File: config.mk
export PLATFORM = sky130hd
export DESIGN_NAME = crc_residue_cmp
export DESIGN_NICKNAME = d
export VERILOG_FILES = /design/src/rtl/crc_chk_pkg.sv /design/src/rtl/crc_residue_cmp.sv
export SDC_FILE = /design/constraint.sdc
export NUM_CORES = 1
export LEC_CHECK = 0
export ABC_CLOCK_PERIOD_IN_PS = 3370
export CORE_AREA = 2 2 39 41
export DETAILED_ROUTE_END_ITERATION = 8
export DIE_AREA = 0 0 41 43
export DONT_BUFFER_PORTS = 1
export SYNTH_ARGS = -nofsm -noshare
export SYNTH_HDL_FRONTEND = slang
export SYNTH_SLANG_ARGS = --single-unit
File: constraint.sdc
create_clock -name clk -period 3.37 [get_ports clk]
set_clock_uncertainty 0.2 [all_clocks]
set_input_delay 0.674 -clock clk [delete_from_list [all_inputs] [get_ports clk]]
set_output_delay 0.674 -clock clk [all_outputs]
set_load 0.02 [all_outputs]
File: src/rtl/crc_chk_pkg.sv
// Package: shared defaults for the serial CRC residue checker.
// Assumes: data bits arrive MSB first; the polynomial bit 0 is implied.
package crc_chk_pkg;
    localparam int          CRC_W_DEF = 16;
    localparam logic [15:0] POLY_DEF  = 16'h1021;
    localparam logic [15:0] MASK_DEF  = 16'hE2F0;

    // Verdict pair passed from the compare stage to the byte latch.
    typedef struct packed {
        logic nxt;  // verdict for the remainder after this cycle's bit
        logic cur;  // registered verdict
    } verdict_t;
endpackage

File: src/rtl/crc_residue_cmp.sv
// Module: registered compare of the next remainder against the residue.
// Assumes: the residue is the bitwise inverse of MASK (comparator only, no XOR stage).
module crc_residue_cmp #(
    parameter int           W    = 16,
    parameter logic [W-1:0] MASK = 16'hE2F0
) (
    input  logic                  clk,
    input  logic                  rst_n,
    input  logic                  init_i,
    input  logic                  bit_vld_i,
    input  logic [W-1:0]          rem_next_i,
    output crc_chk_pkg::verdict_t verdict_o
);
    localparam logic [W-1:0] RESIDUE = ~MASK;

    logic ok_q;

    assign verdict_o.nxt = (rem_next_i == RESIDUE);
    assign verdict_o.cur = ok_q;

    // Verdict register: cleared by reset/init, refreshed on each bit.
    always_ff @(posedge clk) begin
        if (!rst_n)         ok_q <= 1'b0;
        else if (init_i)    ok_q <= 1'b0;
        else if (bit_vld_i) ok_q <= verdict_o.nxt;
    end
endmodule

==> After elaboration in Yosys (flattened, before gate mapping) <==
Cells that the tools add are included.
{ "word_totals": {"register_bits": 1, "output_inout_bits": 2, "wordCells": 4} }
{ "classes": {"n_eq_ne": 1, "bitwise_logic": 1, "n_reduce_logical": 1} }
{ "ops": {"columns": ["operator", "count"], "rows": [
  ["16-bit by 13-bit == test with 1-bit output (second input constant)", 1],
  ["2-bit OR reduction", 1],
  ["1-bit inverter", 1]
]} }

==> Logic depth before layout (Yosys ltp) <==
Gate-level depths: netlist of the first run.
{ "depth": {"ltp_word": 2, "depth_mapped": 3, "ltp_nobuf": 3} }

==> Worst setup path before layout of the first run <==
No wires, ideal clock.
{ "synth_timing": {"path_kind": "input port to output port", "from": "in rem_next_i[4]", "to": "out verdict_o[1] (netlist bit)", "arrival_time_ps": 1751, "required_ps": 2496, "setup_slack_ps": 745, "stages": 2, "path_cell_list": "or4_1 -> nor4_2"} }
{ "synth_rtl": {"columns": ["item", "line_no", "text"], "rows": [
  ["from (decl)", "crc_residue_cmp.sv:11", "input logic [W-1:0] rem_next_i,"],
  ["to (decl)", "crc_residue_cmp.sv:12", "output crc_chk_pkg::verdict_t verdict_o"]
]} }

==> impl_metrics.csv, run 1 <==
group,metric,value,unit
detailed_routing,num_vias,97,
job,maxCapViolCount,0,
synth,synth_cell_types,10,
critical_path,crit_fanout,2,
detailed_routing,drt_iter0_drc,1,
critical_path,critPathArrivalTime,1.63,ns
detailed_routing,detail_route.first_pass.iterations,2,
worst_hold_path,min_delay_path_depth,3,
sta,setup_tns,0,ns
synth,synthesis.area,98.8,sq um
global_route,globalRoute.totalOverflow,0,
synth,synth_area_per_cell,8.99,sq um
global_route,grt_first_pass_wirelength,324,um
place,place.detailed.instances,27,
critical_path,reg2reg_depth,3,
sta,max_clock_freq,399,MHz
status,outcome,"finished, final reports clean",
layout,largest_registers,"ok_q: 1 flops",
global_route,grt_util_all_layers,0.0260,
detailed_routing,drt_drc_violations_left,0,
global_route,first_global_vias,73,
critical_path,r2r_end,"ok_q",
die,die_height,43,um
layout,register_ranked_first_by_flip_flop_count,"ok_q",
detailed_routing,final_antenna_net_count,0,
clocking,cts_setup_buffers,0,
power_and_ir_drop,power_density,137,nW/um^2
global_route,grt_start_max_net_pins,3,
layout,n_antenna_cell,0,
layout,flow.area_growth_from_synthesis,20.3,%
clocking,holdBufCountCts,0,
worst_hold_path,holdPathEnd,"ok_q",
die,io-pin-count,22,
power_and_ir_drop,p_clk_frac,0,
die,initial_utilization,0.0714,
place,gpl.final_weighted_congestion,0.435,
synth,ys_warns,0,
detailed_routing,wirelength,280,um
layout,post_layout_nonfiller_instances,27,
clocking,post_cts_clock_slew_at_the_launch_and_capture_registers_of_the_worst_setup_and_hold_paths,0,ns
power_and_ir_drop,leakagePower,0.0299,nW
critical_path,worst_ep_required_time,2.50,ns
die,die_area,1760,sq um
die,die_x,41,um
die,core,1380,sq um
layout,layout.cell_area.non_filler,119,sq um
layout,max_reg_flops,1,
detailed_routing,vias_per_cell,3.59,
critical_path,reg_to_reg_startpoint,"ok_q",
synth,syn_nets,31,
power_and_ir_drop,seq_power_share,0.806,
place,place.port_buffers,0,
clocking,quantity_of_gates_resized_following_cts,0,
synth,ys_ff_latch,1,
critical_path,setup.reg_to_reg.worst_slack,2.29,ns
sta,max_slew.worst_pin.slew,0.238,ns
global_route,grt_antenna_before_repair,0,
sta,timing_max_transition_violations_final,0,
synth,synth_seq_area_share,0.203,
layout,final_layout_size_suffix_gt1_frac,0.182,
critical_path,worst_path_largest_cell_delay,0.52,ns
clocking,clock_insertion_delay_worst_skew,0,ns
sta,final_min_period_over_clock_period,0.744,
critical_path,cp-start-kind,"primary input",
layout,finish.utilization,0.0859,
power_and_ir_drop,p_int,0.0146,mW
die,row_count,14,
sta,timing_hold_violations_final,0,
layout,num-fill-cells,155,
sta,timing.final.setup_violations,0,
worst_hold_path,hold_class,"flip-flop to flip-flop",
power_and_ir_drop,worst_ir_drop_vdd,0.0243,mV
place,place_area,119,sq um
critical_path,timing_worst_setup_path_type,"primary input to primary output",
synth,netlist_instances,11,
critical_path,endpoint_class_of_the_critical_path,"primary output",
power_and_ir_drop,power.net_switching,0.00170,mW
sta,post-route-min-period,2.51,ns
power_and_ir_drop,power.combinational.fraction,0.194,
detailed_routing,route.detailed.wl_per_inst,10.4,um
critical_path,cp_cell_sequence,"or4_1 -> nor4_2 -> buf_4",
critical_path,critical-path-slowest-cell,"sky130_fd_sc_hd__or4_1",
sta,slew-limit-headroom,0.841,
sta,unrepaired_setup_endpoints_after_global_routing,"no",
layout,nets,33,
worst_hold_path,worstHoldStart,"ok_q",
power_and_ir_drop,sw_frac_of_total,0.105,
## per-stage QoR
step	hold WS, ns	power (mW)	worst slack [ns]
floorplan	0.359	0.0165	0.745
global placement	0.469	0.0162	0.858
detailed placement	0.484	0.0164	0.852
CTS	0.484	0.0164	0.852
global route	0.545	0.0167	0.808
finish	0.473	0.0163	0.862
## cell usage after synthesis
master | count | share of area
sky130_fd_sc_hd__nand4b_1 | 2 | 0.18
sky130_fd_sc_hd__buf_4 | 1 | 0.076
sky130_fd_sc_hd__dfxtp_1 | 1 | 0.20
sky130_fd_sc_hd__inv_1 | 1 | 0.038
sky130_fd_sc_hd__nand4bb_1 | 1 | 0.11
sky130_fd_sc_hd__nor2_1 | 1 | 0.038
sky130_fd_sc_hd__nor3b_1 | 1 | 0.076
sky130_fd_sc_hd__nor4_2 | 1 | 0.13
sky130_fd_sc_hd__o21a_1 | 1 | 0.076
sky130_fd_sc_hd__or4_1 | 1 | 0.076
## critical path, delay by kind of cell
family        cells  cell delay, ns
buf+inv           1            0.19
simple gates      2            0.77
## routing by layer
metal | part of all wire | global-route usage | vias up
li1 | - | - | 43
met1 | 0.21 | 0.0254 | 47
met2 | 0.58 | 0.0500 | 7
met3 | 0.21 | 0.0105 | 0
met4 | 0 | 0 | 0
met5 | 0 | 0 | -
## cells in the final DEF (no fill, tap or decap)
cell	n
sky130_fd_sc_hd__inv_1	1
sky130_fd_sc_hd__nor3b_1	1
sky130_fd_sc_hd__or4_1	1
sky130_fd_sc_hd__nand4bb_1	1
sky130_fd_sc_hd__nand4b_1	2
sky130_fd_sc_hd__nor4_2	1
sky130_fd_sc_hd__buf_4	1
sky130_fd_sc_hd__nor2_1	1
sky130_fd_sc_hd__o21a_1	1
sky130_fd_sc_hd__dfxtp_1	1
## cell families (layout without fill, tap and decap cells)
logic type | count (synthesis) | after routing | share of synthesized area
AND/OR/NAND/NOR | 7 | 7 | 0.608
flip-flops | 1 | 1 | 0.203
AO/OA/AOI/OAI | 1 | 1 | 0.0760
buffers and inverters | 2 | 2 | 0.114
## area by class of cell
class / instances / area (sq um) / share of cell area
Multi-Input combinational cell: 8 / 67.6 / 0.568
Sequential cell: 1 / 20.0 / 0.168
Tap cell: 16 / 20.0 / 0.168
Timing Repair Buffer: 1 / 7.51 / 0.0632
Inverter: 1 / 3.75 / 0.0316
## worst max path at each step
| stage | from | endpoint | slack (ns) | cells past startpoint |
|---|---|---|---|---|
| after floorplan | rem_next_i[4] | verdict_o[1] | 0.74 | 2 |
| after global placement | rem_next_i[4] | verdict_o[1] | 0.86 | 3 |
| after detailed placement | rem_next_i[4] | verdict_o[1] | 0.85 | 3 |
| after CTS | rem_next_i[4] | verdict_o[1] | 0.85 | 3 |
| after global routing | rem_next_i[4] | verdict_o[1] | 0.81 | 3 |
| final | rem_next_i[4] | verdict_o[1] | 0.86 | 3 |
## power groups by stage
stage	clock [mW]	combinational [mW]	sequential [mW]
finish	0	0.00316	0.0131
global route	0	0.00351	0.0132
CTS	0	0.00325	0.0131
detailed placement	0	0.00325	0.0131
global placement	0	0.00311	0.0131
floorplan	0	0.00391	0.0126
(Power assumes the default switching activity.)
==> run 2: changes to the inputs <==
Settings changed: ABC_AREA set to 1, ABC_CLOCK_PERIOD_IN_PS 3370 to 2350.
Clock period 3.37 ns to 2.35 ns, I/O delays scaled along.
==> impl_metrics.csv, run 2 <==
group,metric,value,unit
critical_path,critPathArrivalTime,0.98,ns
layout,register_ranked_first_by_flip_flop_count,"ok_q",
synth,xor_xnor_portion_of_the_synthesized_cell_area,0,
synth,synth.most_common_cell,"sky130_fd_sc_hd__nand2_1",
sta,post-route-worst-setup-slack,0.703,ns
synth,post_synth_most_frequent_cells,"sky130_fd_sc_hd__nand2_1, sky130_fd_sc_hd__inv_1, sky130_fd_sc_hd__nor2_1",
layout,finish.utilization,0.104,
critical_path,critical-path-slowest-cell,"sky130_fd_sc_hd__inv_1",
worst_hold_path,hold_class,"primary input to flip-flop",
synth,synth_seq_area_share,0.152,
detailed_routing,route.detailed.wl_per_inst,7.68,um
power_and_ir_drop,power_density,186,nW/um^2
clocking,cts_setup_buffers,0,
clocking,holdBufCountCts,0,
clocking,post_cts_clock_slew_at_the_launch_and_capture_registers_of_the_worst_setup_and_hold_paths,0,ns
sta,finalHoldWorstSlack,0.356,ns
power_and_ir_drop,total_power,0.0267,mW
power_and_ir_drop,worst_ir_drop_vdd,0.0284,mV
critical_path,cp-start-kind,"primary input",
die,initial_utilization,0.0949,
synth,syn_nets,46,
sta,timing_hold_violations_final,0,
synth,async_flop_share,0,
place,place.port_buffers,0,
place,dpl.hpwl,320,um
sta,setup_tns,0,ns
layout,leading_cell_type_in_the_layout_fill_and_taps_excluded,"sky130_fd_sc_hd__nand2_1",
layout,num-fill-cells,163,
sta,max_slew.worst_pin.slew,0.230,ns
sta,final_min_period_over_clock_period,0.701,
global_route,grt_antenna_before_repair,0,
job,maxCapViolCount,0,
synth,synth_top_cell_by_area,"sky130_fd_sc_hd__nand2_1",
detailed_routing,wirelength,315,um
synth,dominant_combinational_cell_family_by_area_after_synthesis,"simple AND/OR/NAND/NOR gates",
layout,flip_flop_and_latch_area,20.0,sq um
synth,ys_ff_latch,1,
critical_path,worst_ep_required_time,1.68,ns
power_and_ir_drop,leakagePower,0.0802,nW
global_route,grt_first_pass_wirelength,338,um
die,die_x,41,um
place,place_area,144,sq um
synth,share_of_yosys_cell_area_claimed_by_the_top_area_cell_type,0.229,
synth,synth_enable_flop_cells,0,
detailed_routing,vias_per_cell,3.44,
status,outcome,"finished, final reports clean",
layout,flow.area_growth_from_synthesis,9.52,%
clocking,quantity_of_gates_resized_following_cts,0,
synth,synth_top_cells_by_area,"sky130_fd_sc_hd__nand2_1, sky130_fd_sc_hd__inv_1, sky130_fd_sc_hd__dfxtp_1",
synth,synth_cell_types,8,
layout,nets,47,
critical_path,crit_fanout,2,
sta,post-route-min-period,1.65,ns
synth,synthesis.area,131,sq um
sta,slew-limit-headroom,0.846,
synth,ys_warns,0,
synth,netlist_instances,26,
critical_path,endpoint_class_of_the_critical_path,"primary output",
global_route,first_global_vias,106,
detailed_routing,num_vias,141,
synth,post_synth_mux_area_share,0,
synth,synth_area_per_cell,5.05,sq um
layout,combined_area_of_the_multi_input_logic_cells,77.6,sq um
sta,max_clock_freq,607,MHz
critical_path,worst_path_largest_cell_delay,0.16,ns
synth,synth_compound_gate_area_share,0.124,
detailed_routing,final_antenna_net_count,0,
die,die_height,43,um
layout,final_layout_size_suffix_gt1_frac,0.120,
place,dpl_worst_slack,0.669,ns
layout,max_reg_flops,1,
layout,layout.cells.most_common_list,"sky130_fd_sc_hd__nand2_1, sky130_fd_sc_hd__inv_1, sky130_fd_sc_hd__nor2_1, sky130_fd_sc_hd__nor2_2",
global_route,grt_start_max_net_pins,3,
detailed_routing,drt_drc_violations_left,0,
die,die_area,1760,sq um
layout,post_layout_nonfiller_instances,41,
place,gpl.final_weighted_congestion,0.586,
critical_path,timing_worst_setup_path_type,"primary input to primary output",
die,io-pin-count,22,
place,place.detailed.instances,41,
clocking,clock_insertion_delay_worst_skew,0,ns
sta,timing.final.setup_violations,0,
layout,n_antenna_cell,0,
layout,layout.cell_area.non_filler,144,sq um
die,core,1380,sq um
sta,timing_max_transition_violations_final,0,
global_route,grt_util_all_layers,0.0270,
critical_path,cp_cell_sequence,"nor2_1 -> nand2_1 -> nor2_1 -> nand2_1 -> inv_1",
detailed_routing,detail_route.first_pass.iterations,1,
detailed_routing,drt_iter0_drc,0,
die,row_count,14,
synth,synth_simple_gate_area_share,0.467,
global_route,globalRoute.totalOverflow,0,
synth,adder_and_majority_gate_portion_of_the_synthesized_area,0,
layout,largest_registers,"ok_q: 1 flops",
sta,unrepaired_setup_endpoints_after_global_routing,"no",
synth,synth_top_flop_cell,"sky130_fd_sc_hd__dfxtp_1",
==> run 2: cell types whose count changed after synthesis, moves of 2 or more <==
| cell | change |
|---|---|
| sky130_fd_sc_hd__nand4b_1 | -2 |
| sky130_fd_sc_hd__nand2_1 | +8 |
| sky130_fd_sc_hd__nor2_2 | +2 |
| sky130_fd_sc_hd__nor2_1 | +4 |
| sky130_fd_sc_hd__inv_1 | +6 |
==> run 2: area by class of cell <==
type	instances	share of cell area
inverter	7	0.183
multi-input combinational	17	0.539
sequential	1	0.139
tap	16	0.139
==> run 2: power breakdown <==
| part | internal, mW | switching (mW) | leakage (nW) |
|---|---|---|---|
| combinational | 0.00381 | 0.00414 | 0.0720 |
| sequential | 0.0178 | 0.000910 | 0.00814 |
| clock | 0 | 0 | 0 |
| total | 0.0217 | 0.00505 | 0.0802 |
==> run 2: path summary, 6_finish.rpt <==
| path | startpoint | slack (ns) | endpoint | cells past startpoint |
|---|---|---|---|---|
| max | rem_next_i[15] | 0.70 | verdict_o[1] | 5 |
| min | bit_vld_i | 0.36 | ok_q | 1 |
| max reg2reg | ok_q | 1.40 | ok_q | 2 |
| min reg2reg | ok_q | 0.48 | ok_q | 2 |
==> run 2: logic make-up (layout without fill, tap and decap cells) <==
family | count (synthesis) | in the layout
AND/OR/NAND/NOR | 15 | 15
flip-flops | 1 | 1
AO/OA/AOI/OAI | 2 | 2
buffers and inverters | 8 | 7
==> run 2: critical path: cells and delay by family <==
kind | cells | cell delay (ns)
buffers and inverters | 1 | 0.16
AND/OR/NAND/NOR | 4 | 0.34
==> run 2: routing by layer <==
| metal | share of wire | GRT usage |
|---|---|---|
| met4 | 0 | 0 |
| met2 | 0.47 | 0.0656 |
| met5 | 0 | 0 |
| met1 | 0.34 | 0.0190 |
| met3 | 0.18 | 0 |
